### src/rtl/tone_pkg.sv
package tone_pkg;
  localparam int WAVE_W   = 6;
  localparam int IDX_W    = 6;
  localparam int SINE_LEN = 32;
  localparam int INST_LEN = 64;

  typedef enum logic [1:0] {
    NOTE_STOP = 2'd0,
    NOTE_0    = 2'd1,
    NOTE_1    = 2'd2,
    NOTE_2    = 2'd3
  } note_e;

  function automatic logic [3:0] sine_val(input logic [4:0] k);
    logic [3:0] v;
    case (k)
      5'd0:  v = 4'd8;   5'd1:  v = 4'd9;   5'd2:  v = 4'd11;  5'd3:  v = 4'd12;
      5'd4:  v = 4'd13;  5'd5:  v = 4'd14;  5'd6:  v = 4'd14;  5'd7:  v = 4'd15;
      5'd8:  v = 4'd15;  5'd9:  v = 4'd15;  5'd10: v = 4'd14;  5'd11: v = 4'd14;
      5'd12: v = 4'd13;  5'd13: v = 4'd12;  5'd14: v = 4'd11;  5'd15: v = 4'd9;
      5'd16: v = 4'd8;   5'd17: v = 4'd7;   5'd18: v = 4'd5;   5'd19: v = 4'd4;
      5'd20: v = 4'd3;   5'd21: v = 4'd2;   5'd22: v = 4'd2;   5'd23: v = 4'd1;
      5'd24: v = 4'd1;   5'd25: v = 4'd1;   5'd26: v = 4'd2;   5'd27: v = 4'd2;
      5'd28: v = 4'd3;   5'd29: v = 4'd4;   5'd30: v = 4'd5;   default: v = 4'd7;
    endcase
    return v;
  endfunction

  function automatic logic [WAVE_W-1:0] inst_val(input logic [IDX_W-1:0] k);
    int kk;
    int v;
    kk = int'(k);
    if (kk < 16)      v = 32 + 2 * kk;
    else if (kk < 48) v = 94 - 2 * kk;
    else              v = 2 * kk - 94;
    return WAVE_W'(v);
  endfunction

  function automatic logic [IDX_W-1:0] idx_step(input logic [IDX_W-1:0] k, input logic inst);
    logic [IDX_W-1:0] last;
    last = inst ? IDX_W'(INST_LEN - 1) : IDX_W'(SINE_LEN - 1);
    return (k >= last) ? '0 : k + IDX_W'(1);
  endfunction

  function automatic logic [WAVE_W-1:0] mid_val(input logic inst);
    return inst ? WAVE_W'(32) : WAVE_W'(8);
  endfunction
endpackage

### src/rtl/tone_note_sel.sv
module tone_note_sel
  import tone_pkg::*;
#(
  parameter int CNT_W   = 16,
  parameter int PERIOD0 = 2987,
  parameter int PERIOD1 = 3551,
  parameter int PERIOD2 = 4735
) (
  input  logic [2:0]       sw_i,
  output note_e            note_o,
  output logic [CNT_W-1:0] period_o
);
  // lowest-numbered switch wins
  always_comb begin
    if (sw_i[0]) begin
      note_o   = NOTE_0;
      period_o = CNT_W'(PERIOD0);
    end else if (sw_i[1]) begin
      note_o   = NOTE_1;
      period_o = CNT_W'(PERIOD1);
    end else if (sw_i[2]) begin
      note_o   = NOTE_2;
      period_o = CNT_W'(PERIOD2);
    end else begin
      note_o   = NOTE_STOP;
      period_o = CNT_W'(PERIOD0);
    end
  end
endmodule

### src/rtl/tone_tick_timer.sv
module tone_tick_timer #(
  parameter int CNT_W = 16
) (
  input  logic             clk_i,
  input  logic             rst_ni,
  input  logic             run_i,
  input  logic             load_i,
  input  logic [CNT_W-1:0] period_i,
  output logic             tick_o
);
  logic [CNT_W-1:0] cnt_q;
  logic [CNT_W-1:0] reload;

  assign reload = period_i - CNT_W'(1);
  assign tick_o = run_i && !load_i && (cnt_q == '0);

  always_ff @(posedge clk_i or negedge rst_ni) begin
    if (!rst_ni)                    cnt_q <= '0;
    else if (!run_i)                cnt_q <= '0;
    else if (load_i || cnt_q == '0) cnt_q <= reload;
    else                            cnt_q <= cnt_q - CNT_W'(1);
  end

  AST_CNT_BOUND: assert property (@(posedge clk_i) disable iff (!rst_ni)
    (run_i && !load_i) |-> (cnt_q < period_i));
  AST_TICK_RELOAD: assert property (@(posedge clk_i) disable iff (!rst_ni)
    tick_o |=> (cnt_q == $past(period_i) - CNT_W'(1)));
endmodule

### src/rtl/tone_wave_rom.sv
module tone_wave_rom
  import tone_pkg::*;
(
  input  logic [IDX_W-1:0]  idx_i,
  input  logic              inst_i,
  output logic [WAVE_W-1:0] val_o
);
  logic [WAVE_W-1:0] sine_ext;

  assign sine_ext = {2'b00, sine_val(idx_i[4:0])};
  assign val_o    = inst_i ? inst_val(idx_i) : sine_ext;
endmodule

### src/rtl/tone_gen.sv
module tone_gen
  import tone_pkg::*;
#(
  parameter int CNT_W   = 16,
  parameter int PERIOD0 = 2987,
  parameter int PERIOD1 = 3551,
  parameter int PERIOD2 = 4735
) (
  input  logic              clk_i,
  input  logic              rst_ni,
  input  logic [2:0]        sw_i,
  input  logic              inst_i,
  output logic [WAVE_W-1:0] sample_o,
  output logic              strobe_o
);
  note_e             note_d, note_q;
  logic [CNT_W-1:0]  period;
  logic              inst_q;
  logic [IDX_W-1:0]  idx_q;
  logic [WAVE_W-1:0] sample_q;
  logic [WAVE_W-1:0] rom_val;
  logic              strobe_q;
  logic              run, load, tick;

  tone_note_sel #(
    .CNT_W(CNT_W), .PERIOD0(PERIOD0), .PERIOD1(PERIOD1), .PERIOD2(PERIOD2)
  ) u_sel (
    .sw_i(sw_i), .note_o(note_d), .period_o(period)
  );

  assign run  = (note_d != NOTE_STOP);
  assign load = (note_d != note_q) || (inst_i != inst_q);

  tone_tick_timer #(.CNT_W(CNT_W)) u_tmr (
    .clk_i(clk_i), .rst_ni(rst_ni), .run_i(run), .load_i(load),
    .period_i(period), .tick_o(tick)
  );

  tone_wave_rom u_rom (.idx_i(idx_q), .inst_i(inst_q), .val_o(rom_val));

  always_ff @(posedge clk_i or negedge rst_ni) begin
    if (!rst_ni) begin
      note_q   <= NOTE_STOP;
      inst_q   <= 1'b0;
      idx_q    <= '0;
      sample_q <= mid_val(1'b0);
      strobe_q <= 1'b0;
    end else begin
      note_q   <= note_d;
      inst_q   <= inst_i;
      strobe_q <= 1'b0;
      if (!run) begin
        idx_q    <= '0;
        sample_q <= mid_val(inst_i);
      end else if (inst_i != inst_q) begin
        idx_q <= '0;
      end else if (tick) begin
        sample_q <= rom_val;
        idx_q    <= idx_step(idx_q, inst_q);
        strobe_q <= 1'b1;
      end
    end
  end

  assign sample_o = sample_q;
  assign strobe_o = strobe_q;

  AST_STOP_MID: assert property (@(posedge clk_i) disable iff (!rst_ni)
    (note_q == NOTE_STOP) |-> (sample_o == mid_val(inst_q) && !strobe_o));
  AST_PRIO_LOW: assert property (@(posedge clk_i) disable iff (!rst_ni)
    sw_i[0] |=> (note_q == NOTE_0));
  AST_SINE_IDX: assert property (@(posedge clk_i) disable iff (!rst_ni)
    !inst_q |-> (idx_q < IDX_W'(SINE_LEN)));
  AST_IDX_STEP: assert property (@(posedge clk_i) disable iff (!rst_ni)
    strobe_o |-> (idx_q == idx_step($past(idx_q), inst_q)));
  AST_STROBE_RUN: assert property (@(posedge clk_i) disable iff (!rst_ni)
    strobe_o |-> (note_q != NOTE_STOP));
  AST_SINE_HI: assert property (@(posedge clk_i) disable iff (!rst_ni)
    (strobe_o && !inst_q) |-> (sample_o[5:4] == 2'b00));
endmodule

### config.mk
export PLATFORM = sky130hd
export DESIGN_NAME = tone_gen
export DESIGN_NICKNAME = d
export VERILOG_FILES = /design/src/rtl/tone_pkg.sv /design/src/rtl/tone_note_sel.sv /design/src/rtl/tone_tick_timer.sv /design/src/rtl/tone_wave_rom.sv /design/src/rtl/tone_gen.sv
export SDC_FILE = /design/constraint.sdc
export NUM_CORES = 1
export LEC_CHECK = 0
export CAP_MARGIN = 25
export CORE_MARGIN = 2
export CORE_UTILIZATION = 53
export DETAILED_ROUTE_END_ITERATION = 8
export GPL_ROUTABILITY_DRIVEN = 1
export PLACE_DENSITY = 0.76
export RECOVER_POWER = 100
export SETUP_SLACK_MARGIN = 0.15
export SYNTH_ARGS = -nofsm -noshare
export SYNTH_HDL_FRONTEND = slang
export SYNTH_SLANG_ARGS = --single-unit
### constraint.sdc
create_clock -name clk_i -period 2.9 [get_ports clk_i]
set_clock_uncertainty 0.05 [all_clocks]
set_input_delay 0.58 -clock clk_i [delete_from_list [all_inputs] [get_ports clk_i]]
set_output_delay 0.58 -clock clk_i [all_outputs]
set_load 0.1 [all_outputs]
### Yosys cells after proc, flatten, opt, wreduce, memory -nomap -nowiden

Memories as Yosys holds them, arrays and structs flattened.
Cells that the tools add are included.

* equal/unequal tests: 5
* shift-type cells: 0
* bitwise operators: 0
* div/mod/pow operators: 0
* $lt $le $gt $ge: 3
* muxes and demuxes: 23
* multiply operators: 0
* reduce and logical (&&, ||, !) cells: 8
* add/subtract/negate cells: 6

Operator list (number)
* 6-bit 2-to-1 mux: 12
* 16-bit 2-to-1 mux: 4
* 16-bit by 1-bit subtractor with 16-bit output, second input constant: 2
* 16-bit logical NOT: 1
* 13-bit 2-to-1 mux: 1
* 6-bit by 1-bit adder with 6-bit output, second input constant: 1
* 6-bit adder, first input constant: 1
* 6-bit greater-or-equal comparator: 1
* 6-bit by 5-bit less-than comparator with 1-bit output, second input constant: 1
* 6-bit less-than comparator, second input constant: 1
* 2-bit 2-to-1 mux: 3
* 5-bit by 6-bit subtractor with 6-bit output, first input constant: 1
* 6-bit by 5-bit subtractor with 6-bit output, second input constant: 1
* 2-bit != test, second input constant: 2
* 1-bit 2-to-1 mux: 3
* 3-bit != test, second input constant: 1
* 1-bit logical AND: 2
* 1-bit logical OR: 2
* 2-bit != test: 1
* 2-bit AND reduction: 1
* 2-bit nonzero test: 1
* 1-bit logical NOT: 1
* 1-bit != test: 1

* register bits after elaboration: 32
* output and inout port bits: 7
* latch bits: 0
* memory bits (writable): 0
* memories kept: 1
* input port bits: 6
* word-level logic and storage cells: 52
* ROM bits: 128

Memory list
* (name not given): depth 32, bits a word 4, read ports 1, clocked after memory_dff 0, write ports 0, line tone_pkg.sv:16 `case (k)`

### Depth between registers and ports, before layout

* depth in word-level cells: 11
* gate-level depth with buffers: 12
* depth with buffers taken out: 11

### By module

From an unflattened synthesis, not the netlist that was laid out.

* cells, all modules: 297
* area total of the unflattened synthesis: 2657.5 sq um

Modules (own cells, without submodules)
* tone_tick_timer: cells an instance 133, times used 1, area an instance 1239.9 sq um
* tone_gen: cells an instance 84, times used 1, area an instance 839.6 sq um
* tone_wave_rom: cells an instance 58, times used 1, area an instance 432.9 sq um
* tone_note_sel: cells an instance 22, times used 1, area an instance 145.1 sq um

### Least setup slack after synthesis

OpenSTA, ideal clock, no wires.

* path type: flip-flop to flip-flop
* start point: reg u_tmr.cnt_q[5]
* end point: reg u_tmr.cnt_q[10]
* setup slack: 0.186 ns
* path buffers: 1
* data required time: 2.701 ns
* stages on the path, launching flop included: 13
* period minus slack after synthesis: 2.714 ns
* arrival: 2.514 ns
* cells stage by stage: dfrtp_1 -> or4_4 -> or3_1 -> buf_6 -> nor3_4 -> nor3_1 -> ha_1 -> inv_1 -> or3_1 -> nor2_1 -> xor2_1 -> a21oi_1 -> nor2_1

* word-level cells in the longest chain between the ends: 4

Ends and longest elaborated chain
* from (decl): line tone_tick_timer.sv:11 `logic [CNT_W-1:0] cnt_q;`
* from (signal assigned): line tone_tick_timer.sv:20 `else if (load_i || cnt_q == '0) cnt_q <= reload;`
* from (signal assigned): line tone_tick_timer.sv:21 `else cnt_q <= cnt_q - CNT_W'(1);`
* parallel branches: the longest is 2 deep, another holds 16-bit by 1-bit subtractor with 16-bit output
* 16-bit 2-to-1 mux *: line tone_tick_timer.sv:20
* 16-bit 2-to-1 mux *: line tone_tick_timer.sv:19 `else if (!run_i) cnt_q <= '0;`

Every way passes the cells marked *.
A chain may end at the register's enable or synchronous reset.

### Worst setup path in the final report

* start point: reg u_tmr.cnt_q[5]
* end point: reg u_tmr.cnt_q[8]

The elaborated chain is that of the path after synthesis.

==> impl_metrics.yaml <==
global_routing:
  antenna_found_initial: 0
  grt_pass1_wl_um: 7770
  grt.total_usage: 0.241
  grt_max_degree: 33
  grt_pass1_vias: 1718
  grt_overflow: 0
yosys:
  synth_area_mm2: 0.00198
  syn_nets: 240
  ys.flop_type: "dfrtp_1"
  synth_top_family_by_area: "simple AND/OR/NAND/NOR gates"
  yosysUniqueCellTypes: 42
  synth_edf_count: 0
  synth.avg_cell_area_um2: 8.76
  yosys_warnings: 0
  synth_compound_area_frac: 0.188
  synthSimpleGateAreaFrac: 0.226
  synth_xor_area_frac: 0.0708
  synth_mux_area_frac: 0.0152
  yosysSeqAreaShare: 0.405
  synth_fa_ha_area_frac: 0.0505
  postSynth.asyncResetShare: 1.00
  synth-seq-cells: 32
  synthCells: 226
sta:
  rsz0062_at_grt: "true"
  period_share: 0.942
  hold_viol: 0
  fin_setup_tns_ps: 0
  min_period_ps: 2730
  finalSetupViolations: 0
  maxSlewHeadroom: -0.119
  setup_ws_ps: 168
  finalMaxSlewViolations: 33
  max_freq_mhz: 366
  tightest_slew_ps: 1680
detailed_routing:
  detail-route-antenna-nets: 0
  wl_per_cell_um: 14.7
  num_vias: 1753
  drc: 0
  firstDrtPassIters: 4
  viasPerCell: 5.77
  wirelength_um: 4460
  drt_first_iter_violations: 68
worst_setup_path:
  r2r_start: "u_tmr.cnt_q[5]$_DFF_PN0_"
  crit_type: "flip-flop to flip-flop"
  crit_path_start_kind: "flip-flop"
  r2r_cells: 11
  cp_max_fo: 6
  required_ps: 3010
  crit_end: "u_tmr.cnt_q[8]$_DFF_PN0_"
  cp-end-kind: "flip-flop"
  r2r-end: "u_tmr.cnt_q[8]$_DFF_PN0_"
  worstPathArrival_ps: 2850
  r2r_slack_ps: 170
  crit_start: "u_tmr.cnt_q[5]$_DFF_PN0_"
layout:
  nets: 269
  final_util: 0.657
  drive_gt1_frac: 0.168
  area_growth_pct: 20.5
  final_area_mm2: 0.00239
  antenna_cells: 0
power:
  p_leak_nw: 1.00
  p_total_w: 0.00117
  powerDensity_mw_per_mm2: 491
  irDropWorstVdd_v: 0.000464
die:
  num_rows: 22
  dieHeight_um: 65.1
  io-pin-count: 13
  dieWidth_um: 65.1
  core_mm2: 0.00363
  initial_core_util: 0.545
  die_area_mm2: 0.00424
place:
  place_ws_ps: -267
  routabilityCongestion: 0.816
  hpwl_um: 3150
  port_buffers: 12
  place_area_mm2: 0.00223
cts:
  htree_num_levels: 2
  cts-root-buf: "clkbuf_8"
  cts_tree: "done"
  clockBufferDepth: 2
  cts_sinks: 32
  clk_pin_slew_ps: 70
  cts-buffers-inserted: 5
  clk_latency_ps: 290
status:
  status: "complete, but fails checks"
  violations: "max-capacitance violations, max-slew violations"
flow_run:
  drv_cap: 1
hold_path:
  hp-class: "flip-flop to flip-flop"
[sequential cells by signal, indices dropped and copies added, names as in the netlist]
register	count
u_tmr.cnt_q	16
idx_q	6
sample_o	6
note_q	2
inst_q	1
strobe_o	1
[cell usage in the layout (no fill, tap or decap), drive strengths merged, types with 2 or more instances in the layout]
cell           instances
nor3b                  2
nand3                 11
or3                    7
o41ai                  2
mux2i                  3
buf                   16
nor2                  17
o31ai                  2
nor2b                  4
or2                    3
o22ai                  2
inv                    8
nand4                  2
clkbuf                20
nor3                   8
clkdlybuf4s50          2
o211ai                 3
xnor2                  8
dfrtp                 31
o21ai                 19
and3                   2
ha                     8
nor4                   4
nand2b                 2
a21boi                 2
dlygate4sd2            2
a21oi                 22
xor2                   8
nand2                 21
a31oi                  4
[worst min-delay path by stage]
stage                                        start                       end  slack (ps)  cells past startpoint
final                     u_tmr.cnt_q[0]$_DFF_PN0_  u_tmr.cnt_q[0]$_DFF_PN0_         460                      1
after global routing      u_tmr.cnt_q[0]$_DFF_PN0_  u_tmr.cnt_q[0]$_DFF_PN0_         470                      1
after CTS                 u_tmr.cnt_q[0]$_DFF_PN0_  u_tmr.cnt_q[0]$_DFF_PN0_         460                      1
after detailed placement  u_tmr.cnt_q[0]$_DFF_PN0_  u_tmr.cnt_q[0]$_DFF_PN0_         450                      1
after global placement    u_tmr.cnt_q[0]$_DFF_PN0_  u_tmr.cnt_q[0]$_DFF_PN0_         440                      1
after floorplan                             rst_ni      idx_q[0]$_DFFE_PN0P_         230                      0
[stage by stage]
step | hold slack, ps | cells
floorplan | 234 | 226
global placement | 443 | 293
detailed placement | 449 | 293
CTS | 459 | 302
global route | 472 | 304
finish | 457 | 304
[layout make-up]
type                            count  area, um^2
Multi-Input combinational cell    174        1150
Inverter                            8        30.0
Clock inverter                      1        30.0
Clock buffer                        7        96.3
Tap cell                           48        60.1
Sequential cell                    32         802
Timing Repair Buffer               34         221
Fill cell                         316        1250
[where the power goes]
group | leakage [nW] | switching, W | internal (W)
sequential | 0.402 | 0.0000329 | 0.000477
clock | 0.0645 | 0.000165 | 0.000303
combinational | 0.536 | 0.000126 | 0.0000684
[synth_stat cells (3+ instances only)]
library cell / n / area (um^2)
mux2i_1: 3 / 30.0
a21oi_1: 22 / 110
o211ai_1: 3 / 22.5
ha_1: 8 / 100
or3_1: 7 / 43.8
nand3_1: 11 / 55.1
o21ai_0: 15 / 75.1
o21ai_1: 4 / 20.0
inv_1: 8 / 30.0
xnor2_1: 8 / 70.1
clkbuf_1: 9 / 33.8
nor4_1: 4 / 25.0
dfrtp_1: 31 / 776
xor2_1: 8 / 70.1
nand2_1: 21 / 78.8
a31oi_1: 4 / 25.0
nor3_1: 7 / 35.0
or2_2: 3 / 18.8
nor2b_1: 4 / 25.0
nor2_1: 16 / 60.1
[what timing repair did]
item	4_1_cts	5_1_grt
gates resized for setup	9	6
buffers inserted	1	2
hold buffers	0	0
pin swaps	5	8
endpoints found under the setup margin	4	5
[logic make-up after synthesis]
group | after synthesis
AO/OA/AOI/OAI | 63
XOR/XNOR | 16
adder cells (fa/ha/maj) | 8
buffers and inverters | 20
flip-flops | 32
multiplexers | 3
AND/OR/NAND/NOR | 84
[critical path, stage by stage (launching register included)]
cell,delay (ps)
dfrtp_1,390
or4_4,560
or3_1,490
nor3_4,230
nor3_1,90
ha_2,190
inv_1,70
or3_4,140
buf_4,130
nor2_4,40
xnor2_2,150
a21oi_2,70
[per-layer routing]
layer | GRT usage | wire, um | vias up
met5 | 0 | 0 | -
met4 | 0.0859 | 65 | 0
met3 | 0.0565 | 130 | 7
met2 | 0.406 | 2300 | 23
met1 | 0.303 | 1960 | 861
li1 | - | - | 862
Power figures use the tool's default switching activity.
